**config.mk**
```make
export PLATFORM = sky130hd
export DESIGN_NAME = busmaster_regs
export DESIGN_NICKNAME = d
export VERILOG_FILES = /design/src/rtl/bmr_pkg.sv /design/src/rtl/bmr_decode.sv /design/src/rtl/bmr_channel.sv /design/src/rtl/busmaster_regs.sv
export SDC_FILE = /design/constraint.sdc
export NUM_CORES = 1
export LEC_CHECK = 0
export ABC_CLOCK_PERIOD_IN_PS = 4650
export BUFFER_PORTS_ARGS = -buffer_cell sky130_fd_sc_hd__buf_4
export CAP_MARGIN = 20
export CORE_MARGIN = 2
export CORE_UTILIZATION = 50
export CTS_BUF_LIST = sky130_fd_sc_hd__clkbuf_8
export DETAILED_ROUTE_END_ITERATION = 12
export PLACE_DENSITY_LB_ADDON = 0.15
export SKIP_LAST_GASP = 1
export SYNTH_ARGS = -nofsm -noshare
export SYNTH_HDL_FRONTEND = slang
export SYNTH_SLANG_ARGS = --single-unit
```
**constraint.sdc**
```tcl
create_clock -name clk -period 4.65 [get_ports clk]
set_input_delay 0.465 -clock clk [delete_from_list [all_inputs] [get_ports clk]]
set_output_delay 0.465 -clock clk [all_outputs]
set_load 0.1 [all_outputs]
```
**src/rtl/bmr_pkg.sv**
```systemverilog
package bmr_pkg;
  // byte offsets inside one channel's eight-byte slice
  localparam logic [2:0] OFF_CMD   = 3'd0;
  localparam logic [2:0] OFF_STS   = 3'd2;
  localparam logic [2:0] OFF_PTR0  = 3'd4;
  // command: start is bit 0, direction bit 3
  localparam int         CMD_START = 0;
  localparam int         CMD_DIR   = 3;
  localparam logic [7:0] CMD_MASK  = 8'h09;
  // status fields
  localparam int         STS_ACT   = 0;
  localparam int         STS_ERR   = 1;
  localparam int         STS_IRQ   = 2;
  localparam logic [7:0] STS_RW    = 8'h60;
endpackage

```
**src/rtl/bmr_decode.sv**
```systemverilog
module bmr_decode #(
  parameter int ADDR_W = 16,
  parameter int WIN_W  = 4
) (
  input  logic [ADDR_W-1:0] base,
  input  logic              io_en,
  input  logic [ADDR_W-1:0] addr,
  input  logic              acc,
  output logic              hit
);
  localparam int TAG_W = ADDR_W - WIN_W;

  logic [TAG_W-1:0] base_tag;
  assign base_tag = base[ADDR_W-1:WIN_W];

  always_comb begin
    hit = acc && io_en && (base_tag != '0) && (addr[ADDR_W-1:WIN_W] == base_tag);
  end
endmodule

```
**src/rtl/bmr_channel.sv**
```systemverilog
module bmr_channel
  import bmr_pkg::*;
#(
  parameter int PTR_W = 32
) (
  input  logic             clk,
  input  logic             rst_n,
  input  logic [7:0]       bw,
  input  logic [7:0][7:0]  bdat,
  input  logic             irq_in,
  input  logic             err_ev,
  input  logic             done_ev,
  input  logic             step,
  output logic [7:0]       cmd_q,
  output logic [7:0]       sts_q,
  output logic [PTR_W-1:0] ptr_q,
  output logic [PTR_W-1:0] waddr_q,
  output logic             start_pulse
);
  localparam int PB = PTR_W / 8;

  logic             irq_d;
  logic             irq_rise;
  logic [7:0]       sts_nxt;
  logic [PTR_W-1:0] ptr_nxt;
  logic             ptr_wr;

  assign irq_rise = irq_in && !irq_d;

  always_comb begin
    sts_nxt = sts_q;
    if (bw[OFF_CMD])      sts_nxt[STS_ACT] = bdat[OFF_CMD][CMD_START];
    else if (done_ev)     sts_nxt[STS_ACT] = 1'b0;
    if (bw[OFF_STS]) begin
      sts_nxt[6:5] = bdat[OFF_STS][6:5];
      if (bdat[OFF_STS][STS_IRQ]) sts_nxt[STS_IRQ] = 1'b0;
      if (bdat[OFF_STS][STS_ERR]) sts_nxt[STS_ERR] = 1'b0;
    end
    if (irq_rise) sts_nxt[STS_IRQ] = 1'b1;
    if (err_ev)   sts_nxt[STS_ERR] = 1'b1;
    sts_nxt[7]   = 1'b0;
    sts_nxt[4:3] = 2'b00;
  end

  always_comb begin
    ptr_nxt = ptr_q;
    ptr_wr  = 1'b0;
    for (int k = 0; k < PB; k++) begin
      if (bw[OFF_PTR0 + k]) begin
        ptr_nxt[8*k +: 8] = bdat[OFF_PTR0 + k];
        ptr_wr = 1'b1;
      end
    end
    ptr_nxt[1:0] = 2'b00;
  end

  always_ff @(posedge clk) begin
    if (!rst_n) begin
      cmd_q       <= '0;
      sts_q       <= '0;
      ptr_q       <= '0;
      waddr_q     <= '0;
      irq_d       <= 1'b0;
      start_pulse <= 1'b0;
    end else begin
      irq_d       <= irq_in;
      sts_q       <= sts_nxt;
      ptr_q       <= ptr_nxt;
      start_pulse <= bw[OFF_CMD] && bdat[OFF_CMD][CMD_START] && !cmd_q[CMD_START];
      if (bw[OFF_CMD]) cmd_q <= bdat[OFF_CMD] & CMD_MASK;
      if (ptr_wr)      waddr_q <= ptr_nxt;
      else if (step)   waddr_q <= waddr_q + PTR_W'(2);
    end
  end
endmodule

```
**src/rtl/busmaster_regs.sv**
```systemverilog
module busmaster_regs
  import bmr_pkg::*;
#(
  parameter int ADDR_W = 16,
  parameter int DATA_W = 32,
  parameter int PTR_W  = 32,
  parameter int NCH    = 2
) (
  input  logic                  clk,
  input  logic                  rst_n,
  input  logic [ADDR_W-1:0]     cfg_base,
  input  logic                  cfg_io_en,
  input  logic [ADDR_W-1:0]     bus_addr,
  input  logic [DATA_W/8-1:0]   bus_be,
  input  logic                  bus_wr,
  input  logic                  bus_rd,
  input  logic [DATA_W-1:0]     bus_wdata,
  output logic [DATA_W-1:0]     bus_rdata,
  output logic                  bus_hit,
  input  logic [NCH-1:0]        irq_in,
  output logic [NCH-1:0]        irq_out,
  input  logic [NCH-1:0]        err_ev,
  input  logic [NCH-1:0]        done_ev,
  input  logic [NCH-1:0]        step,
  output logic [NCH-1:0]        start_pulse,
  output logic [NCH-1:0]        dir,
  output logic [NCH-1:0]        dma_active,
  output logic [NCH*PTR_W-1:0]  desc_ptr,
  output logic [NCH*PTR_W-1:0]  work_addr
);
  localparam int NB    = DATA_W / 8;
  localparam int WIN_W = 4;

  logic [7:0]       cmd_q [NCH];
  logic [7:0]       sts_q [NCH];
  logic [PTR_W-1:0] ptr_q [NCH];
  logic [7:0][7:0]  bdat;
  logic             ch_sel;

  assign ch_sel  = bus_addr[3];
  assign irq_out = irq_in;

  bmr_decode #(.ADDR_W(ADDR_W), .WIN_W(WIN_W)) u_dec (
    .base (cfg_base),
    .io_en(cfg_io_en),
    .addr (bus_addr),
    .acc  (bus_rd | bus_wr),
    .hit  (bus_hit)
  );

  always_comb begin
    for (int l = 0; l < 8; l++) bdat[l] = bus_wdata[8*(l % NB) +: 8];
  end

  for (genvar c = 0; c < NCH; c++) begin : g_ch
    logic [7:0]       bw;
    logic [PTR_W-1:0] waddr;

    always_comb begin
      for (int l = 0; l < 8; l++) begin
        bw[l] = bus_wr && bus_hit && (ch_sel == c[0]) &&
                (bus_addr[2] == l[2]) && bus_be[l % NB];
      end
    end

    bmr_channel #(.PTR_W(PTR_W)) u_ch (
      .clk        (clk),
      .rst_n      (rst_n),
      .bw         (bw),
      .bdat       (bdat),
      .irq_in     (irq_in[c]),
      .err_ev     (err_ev[c]),
      .done_ev    (done_ev[c]),
      .step       (step[c]),
      .cmd_q      (cmd_q[c]),
      .sts_q      (sts_q[c]),
      .ptr_q      (ptr_q[c]),
      .waddr_q    (waddr),
      .start_pulse(start_pulse[c])
    );

    assign dir[c]                    = cmd_q[c][CMD_DIR];
    assign dma_active[c]             = sts_q[c][STS_ACT];
    assign desc_ptr[c*PTR_W +: PTR_W]  = ptr_q[c];
    assign work_addr[c*PTR_W +: PTR_W] = waddr;
  end

  always_comb begin
    logic [2:0] loc;
    bus_rdata = '0;
    for (int i = 0; i < NB; i++) begin
      loc = {bus_addr[2], i[1:0]};
      if (bus_rd && bus_hit && bus_be[i]) begin
        if (loc == OFF_CMD)       bus_rdata[8*i +: 8] = cmd_q[ch_sel];
        else if (loc == OFF_STS)  bus_rdata[8*i +: 8] = sts_q[ch_sel];
        else if (loc[2])          bus_rdata[8*i +: 8] = ptr_q[ch_sel][8*loc[1:0] +: 8];
      end
    end
  end
endmodule

```
==> results.tsv <==
metric	value	unit
placed_area	9940	sq um
holdPathStages	2	
io_pins	250	
critical-path-max-stage-delay	710	ps
first_iter_violations	764	
busiest_layer	met2	
period_minus_slack	3180	ps
via_count	8422	
max_freq	315	MHz
hp-class	input pin to flop	
clkTransAtPathRegs	80	ps
core	16000	sq um
ys_ff_latch	140	
rsz0062_at_grt	false	
hold_viol_final	0	
async_flop_share	0	%
required	4180	ps
grt_usage	30.3	%
seq_area	2800	sq um
first_pass_iters	5	
h-tree-depth	4	
crit_path_top_delay_cell	nand4_1	
grt_pass1_vias	7635	
worst_ep_arrival_time	2710	ps
gp_congestion	0.883	
synth_area	8230	sq um
path_depth	7	
detail-route-antenna-nets	0	
fin_worst_skew	11.7	ps
vias_per_cell	5.96	
drc	0	
post-dp-hpwl	19500	um
setup_violations	0	
fillers	1486	
final_cell_mix	buf_4 (243), dfxtp_1 (140), nand3_1 (123), nand2_1 (94), o21ai_0 (72)	
critical_path_class	input pin to output port	
path_cells	buf_4 -> xnor2_1 -> nand4_1 -> nor3_1 -> nand4_1 -> nor2_1 -> buf_4	
clkLatencyLatePin	460	ps
grt_pass1_wl	42100	um
peakVddDrop	0.217	mV
numPortBuffers	235	
fin_setup_tns	0	ps
overflow	0	
initial_core_util	51.4	%
worst_pin_slew	1030	ps
synth_edf_count	0	
slew_headroom	31.0	%
cts.sinks	140	
mostFrequentLayoutCell	buf_4	
wl_per_cell	19.3	um
grt_use_met3	6.38	%
cts_tree	built	
ctsResizeCount	0	
cts_root_buf	clkbuf_8	
critPathLaunchType	input pin	
use_met1	41.2	%
avgSynthCellArea	8.15	sq um
cp_max_fo	8	
hold_buffers	0	
dieArea	17500	sq um
status	completed	
critPathTopFamily	simple AND/OR/NAND/NOR gates	
critPathBufInv	2	
maxSlewViolCount	0	
drive_gt1_share	24.6	%
die_h	132	um
setup_slack	1470	ps
leakagePower	4.63	nW
cp-end-kind	output port	
r2r_cells	5	
maxCapViolCount	0	
cts_buffers	17	
dp_slack	1500	ps
syn2layout_area_growth	25.7	%
final_area	10300	sq um
use_met2	47.0	%
cts_setup_buffers	0	
final_nets	1267	
synthCells	1009	
cts.path.max_buffers	2	
synth.distinct_cells	46	
grt_start_max_net_pins	107	
yosys_warnings	0	
wirelength	27300	um
antenna_found_initial	0	
die_w	132	um
synthFlopType	dfxtp_1	
fp-row-count	46	
report.power.total	2.49	mW
synth_seq_area_share	34.1	%
n_antenna_cell	0	
fin_crit_sh	68.4	%
multiInputGateArea	4990	sq um
power_density	241	nW/um^2
==> cells in the mapped netlist, types with 6 or more instances <==
library cell    n  area (sq um)
nand2_1        94           353
o21ai_0        72           360
mux2i_1        39           390
mux4_2          6           135
a21boi_0       55           413
o31ai_1         9          67.6
and3_1         36           225
o211a_1        49           490
clkbuf_1       64           240
nand4_1        50           313
nor2_1         38           143
buf_4          16           120
nand3_1       123           616
a21oi_1        41           205
inv_1          10          37.5
nor3_1         16          80.1
buf_2          12          60.1
xor2_1         24           210
nor2b_1         9          56.3
nor4_1         11          68.8
xnor2_1        48           420
dfxtp_1       140          2800
==> per-stage QoR <==
stage	utilization [%]	hold WS (ps)	std cells
after detailed placement	62.1	439	1381
final	64.6	226	1413
after global routing	64.6	225	1413
after global placement	62.1	438	1381
after CTS	64.6	212	1413
after floorplan	-	419	1015
==> kinds of logic (layout without fill, tap and decap cells) <==
family,count (synthesis),count (layout),share of synthesized area (%)
fa+ha+maj,2,2,0.304
buf+inv,104,286,5.75
other cells,1,7,0.0456
compound gates,236,236,19.6
mux,47,47,6.66
xor+xnor,72,72,7.67
simple gates,407,407,25.9
flops,140,140,34.1
==> area by class of cell <==
type | instances | area share (%)
Sequential cell | 140 | 27.1
Multi-Input combinational cell | 771 | 48.3
Timing Repair Buffer | 244 | 17.8
Clock inverter | 14 | 1.43
Tap cell | 216 | 2.61
Clock buffer | 18 | 2.40
Inverter | 10 | 0.363
==> per-layer routing <==
metal	vias up	wire, um
met5	-	0
met4	0	762
met3	47	2320
met2	398	12600
met1	3973	11600
li1	4004	-
==> flip-flops by register name, summed over array words and instances, names as in the netlist <==
register and cells:
g_ch.u_ch.waddr_q 62, g_ch.u_ch.ptr_q 60, g_ch.u_ch.sts_q 10, g_ch.u_ch.cmd_q 4
g_ch.u_ch.irq_d 2, g_ch.u_ch.start_pulse 2
==> where the power goes <==
part | switching [mW] | total [mW] | internal, mW
Combinational | 0.183 | 0.278 | 0.0944
Sequential | 0.00693 | 1.21 | 1.20
Clock | 0.508 | 0.997 | 0.489
Total | 0.698 | 2.49 | 1.79
==> path summary, 6_finish.rpt <==
check / start / endpoint / slack [ps]
worst max register to register: g_ch[1].u_ch.waddr_q[3] / g_ch[1].u_ch.waddr_q[25] / 2240
worst max-delay path: cfg_base[4] / bus_rdata[24] / 1470
worst min-delay path: irq_in[1] / g_ch[1].u_ch.irq_d / 230
worst min register to register: g_ch[0].u_ch.cmd_q[0] / g_ch[0].u_ch.start_pulse / 450
No activity file was read; power rests on OpenSTA's default activity.
